## src/rtl/addr_latch_demux.sv

```systemverilog
module addr_latch_demux #(
  parameter int ADDR_W = 3
) (
  input  logic              clk,
  input  logic              clr_n,
  input  logic              en_n,
  input  logic              din,
  input  logic [ADDR_W-1:0] sel,
  output logic [(1<<ADDR_W)-1:0] q
);
  localparam int N = 1 << ADDR_W;

  logic [N-1:0] cells;
  logic [N-1:0] hit;
  logic [N-1:0] routed;

  assign hit    = N'(1) << sel;
  assign routed = din ? hit : '0;

  always_ff @(posedge clk or negedge clr_n) begin
    if (!clr_n)
      cells <= '0;
    else if (!en_n)
      cells <= (cells & ~hit) | routed;
  end

  assign q = clr_n ? cells : (en_n ? '0 : routed);
endmodule

```

## config.mk

```make
export PLATFORM = sky130hd
export DESIGN_NAME = addr_latch_demux
export DESIGN_NICKNAME = d
export VERILOG_FILES = /design/src/rtl/addr_latch_demux.sv
export SDC_FILE = /design/constraint.sdc
export NUM_CORES = 1
export LEC_CHECK = 0
export BUFFER_PORTS_ARGS = -buffer_cell sky130_fd_sc_hd__buf_2
export CAP_MARGIN = 0
export CORE_MARGIN = 10
export CORE_UTILIZATION = 44
export DETAILED_ROUTE_END_ITERATION = 8
export PLACE_DENSITY = 0.67
export REMOVE_ABC_BUFFERS = 1
export SLEW_MARGIN = 15
export SYNTH_ARGS = -nofsm -noshare
export SYNTH_HDL_FRONTEND = slang
export SYNTH_SLANG_ARGS = --single-unit
```

## constraint.sdc

```tcl
create_clock -name clk -period 1.13 [get_ports clk]
set_input_delay 0.226 -clock clk [delete_from_list [all_inputs] [get_ports clk]]
set_output_delay 0.226 -clock clk [all_outputs]
set_load 0.02 [all_outputs]
```

# Yosys cells after proc, flatten, opt, wreduce, memory -nomap -nowiden
# Index checks and enable logic that the tools add are counted.
[totals] ff_bits=8 in_bits=7 output_inout_bits=8 word_cells=8
[op_classes] n_shift=1 muxes=3 bitwise_logic=3
[op_table] operator="$mux 8" n=3
[op_table] operator="$and 8x8->8" n=1
[op_table] operator="$not 8->8" n=1
[op_table] operator="$or 8x8->8" n=1
[op_table] operator="$shl 1x3->8 const A" n=1

# Logic depth before layout (Yosys ltp)
[logic_depth] depth_word=4 ltp_mapped=3 mapped_depth_nobuf=2

# Least setup slack after synthesis
# No wires, ideal clock.
[synth_timing] path_kind="input-to-output" from="input port sel[0]" to="output port q[6]" t_arrival_ns=1.104 required_ns=0.904 slack_ns=-0.200 path_stages=3 n_path_buf=1 path_cell_list="buf_4 or3b_1 o21ai_1"
[synth_between] elab_chain_cells=4
[synth_lines] element="start: declaration" line="8" rtl="input logic [ADDR_W-1:0] sel,"
[synth_lines] element="$shl 1x3->8" line="17" rtl="assign hit = N'(1) << sel;"
[synth_lines] element="$mux 8" line="18" rtl="assign routed = din ? hit : '0;"
[synth_lines] element="$mux 8 (2 in series)" line="27" rtl="assign q = clr_n ? cells : (en_n ? '0 : routed);"
[synth_lines] element="end: declaration" line="9" rtl="output logic [(1<<ADDR_W)-1:0] q"
# Every way passes these cells.

# Worst setup path in the final report
[layout_timing] from="input port clr_n" to="output port q[4]"
[layout_between] elab_chain_cells=1
[layout_lines] element="start: declaration" line="5" rtl="input logic clr_n,"
[layout_lines] element="$mux 8" line="27"
# Every way passes these cells.

==> results.cfg <==
[status]
status = complete, but fails checks
violations = negative setup slack

[timing]
slew_headroom = 0.7244
max_freq_mhz = 783.7
tightest_slew_ns = 0.4121
slew_viol_final = 0
rsz0062_at_grt = true
hold_violations = 0
clock_skew_ns = 0
finalSetupTns_ns = -0.9042
setup_viol = 8
fin_ws_ns = -0.1460
fin_crit_sh = 1.129
fin_crit_ns = 1.276

[clocking]
clkSinkCount = 8
clock_latency_ns = 0.25
cts-htree-levels = 1
clkTransAtPathRegs_ns = 0.05
clk_path_buf_depth = 2
cts_made_buffers = 3
cts_tree = yes
root_buffer = clkbuf_4

[min_path]
min_path_type = input port to flip-flop

[die]
io_pins = 15
start_util = 0.4882
chipHeight_um = 56.05
dieArea_um2 = 3142
fp.coreArea_um2 = 1171
rows = 12
die-width_um = 56.05

[worst_setup_path]
crit_path_end_kind = output pin
worstPathRequired_ns = 0.90
cp_top_family = simple AND/OR/NAND/NOR gates
cp.arrival_ns = 1.05
cp_max_fo = 4
crit_path_start_kind = input port
cp_num_buf_inv = 2
cpMostUsedCell = buf_6
path_cells = buf_6, or3b_4, o21ai_2, buf_6
max_stage_delay_ns = 0.43
worstSetupPathType = input port to output pin
slowest_stage = or3b_4

[global_routing]
track_usage = 0.09206
overflow = 0
first_global_vias = 496
grt_pass1_wl_um = 2415
antenna_found_initial = 0
grt_start_max_net_pins = 10

[placement]
pre_cts_ws_ns = -0.1806
place.gp.congestion = 0.7562
io_buffers = 14
dpl.hpwl_um = 1032
place_inst = 84

[yosys]
yosys_warnings = 0
synth_area_um2 = 571.8
ys_ff_latch = 8
synth_cell_types = 18
syn_inst = 51
synth-seq-area-share = 0.3501
avgSynthCellArea_um2 = 11.21

[pwr]
worst_ir_drop_vdd_mv = 0.7112
sw_frac_of_total = 0.3193
p_int_mw = 0.7073
pwr-share-seq = 0.368
p_per_area_nw_per_um2 = 1122
p_sw_mw = 0.3317
leakagePower_nw = 0.4123
finalPower_mw = 1.039
pwr-share-comb = 0.416
clkPwrFrac = 0.216

[drt]
drc = 0
via_count = 536
drt-initial-drc-count = 14
wl_per_cell_um = 19.52
first_pass_iters = 3
ant_nets = 0
viasPerCell = 5.526
routed_wirelength_um = 1893

[finish]
fillers = 63
nets = 92
drive_gt1_frac = 0.7229
instances_no_fill = 97
num_antenna_cells = 0
area_growth_pct = 61.93

[flow_run]
drv_cap = 0
-- synthesized netlist by cell type --
master / n / area [um^2]
or3b_1: 2 / 17.52
or3_1: 1 / 6.260
and4bb_2: 2 / 25.02
nor4_2: 1 / 12.51
dfrtp_1: 8 / 200.2
buf_6: 2 / 22.52
buf_2: 1 / 5.000
o21ai_0: 1 / 5.000
nand3b_1: 2 / 15.01
o21ai_2: 4 / 35.03
mux2_2: 8 / 90.09
buf_4: 2 / 15.01
and4bb_1: 1 / 12.51
nor4b_2: 3 / 45.04
nand4b_1: 1 / 8.760
or3b_4: 1 / 11.26
o21ai_1: 3 / 15.01
nand2_1: 8 / 30.03
-- power by group through the flow --
| stage | Combinational (mW) | Clock (mW) | Sequential (mW) |
|---|---|---|---|
| floorplan | 0.177 | 0 | 0.377 |
| global placement | 0.299 | 0 | 0.382 |
| detailed placement | 0.303 | 0 | 0.386 |
| CTS | 0.370 | 0.231 | 0.381 |
| global route | 0.457 | 0.251 | 0.389 |
| finish | 0.432 | 0.225 | 0.382 |
-- path summary, 6_finish.rpt --
kind / from / endpoint / slack, ns / cells after the start
max: clr_n / q[4] / -0.15 / 4
min: din / flip-flop / 0.41 / 4
max reg2reg: flip-flop / flip-flop / 0.36 / 1
min reg2reg: flip-flop / flip-flop / 0.51 / 1
max in group asynchronous: clr_n / async pin / 0.16 / 4
min in group asynchronous: clr_n / async pin / 0.68 / 4
-- metal layers --
metal  part of all wire  wire, um  vias up  track usage
met5                  0         0        -            0
met4             0.0069        13        0      0.03072
met3              0.051        96        2      0.03645
met2               0.49       934       12       0.1323
met1               0.45       848      268       0.1198
li1                   -         -      254            -
-- cells by family (layout without fill, tap and decap cells) --
family | after synthesis | after routing | synth area share
AND/OR/NAND/NOR | 22 | 22 | 0.3217
AO/OA/AOI/OAI | 8 | 8 | 0.09626
multiplexers | 8 | 8 | 0.1576
flip-flops | 8 | 8 | 0.3501
buffers and inverters | 5 | 37 | 0.07438
-- placed cells by master, fill, tap and decap left out, drive strengths merged --
master and n:
buf 33, and4bb 3, o21ai 8, clkbuf 3, nand3b 2, or3 1, nor4b 3, mux2 8
dlygate4sd3 1, nand4b 1, or3b 3, dfrtp 8, nand2 8, nor4 1
-- layout make-up --
class	instances	area, um^2	share of cell area
Multi-Input combinational cell	38	367.9	0.3973
Timing Repair Buffer	34	317.8	0.3432
Sequential cell	8	200.2	0.2162
Clock buffer	3	22.52	0.02432
Tap cell	14	17.52	0.01892
-- per-stage QoR --
stage | hold WS [ns] | util | area [um^2]
6_report | 0.4054 | 0.7906 | 925.9
5_1_grt | 0.4016 | 0.7906 | 925.9
4_1_cts | 0.3776 | 0.6880 | 805.8
3_5_place_dp | 0.1904 | 0.5908 | 691.9
3_3_place_gp | 0.1923 | 0.5908 | 691.9
2_1_floorplan | -0.06959 | - | 529.3
-- repair_timing --
item,CTS,global route
endpoints found under the setup margin,8,8
endpoints found under the hold margin,8,0
resized for setup,26,10
setup buffers,0,9
cloned,0,0
pin swaps,11,7
hold buffers,1,0
Power figures use the tool's default switching activity.
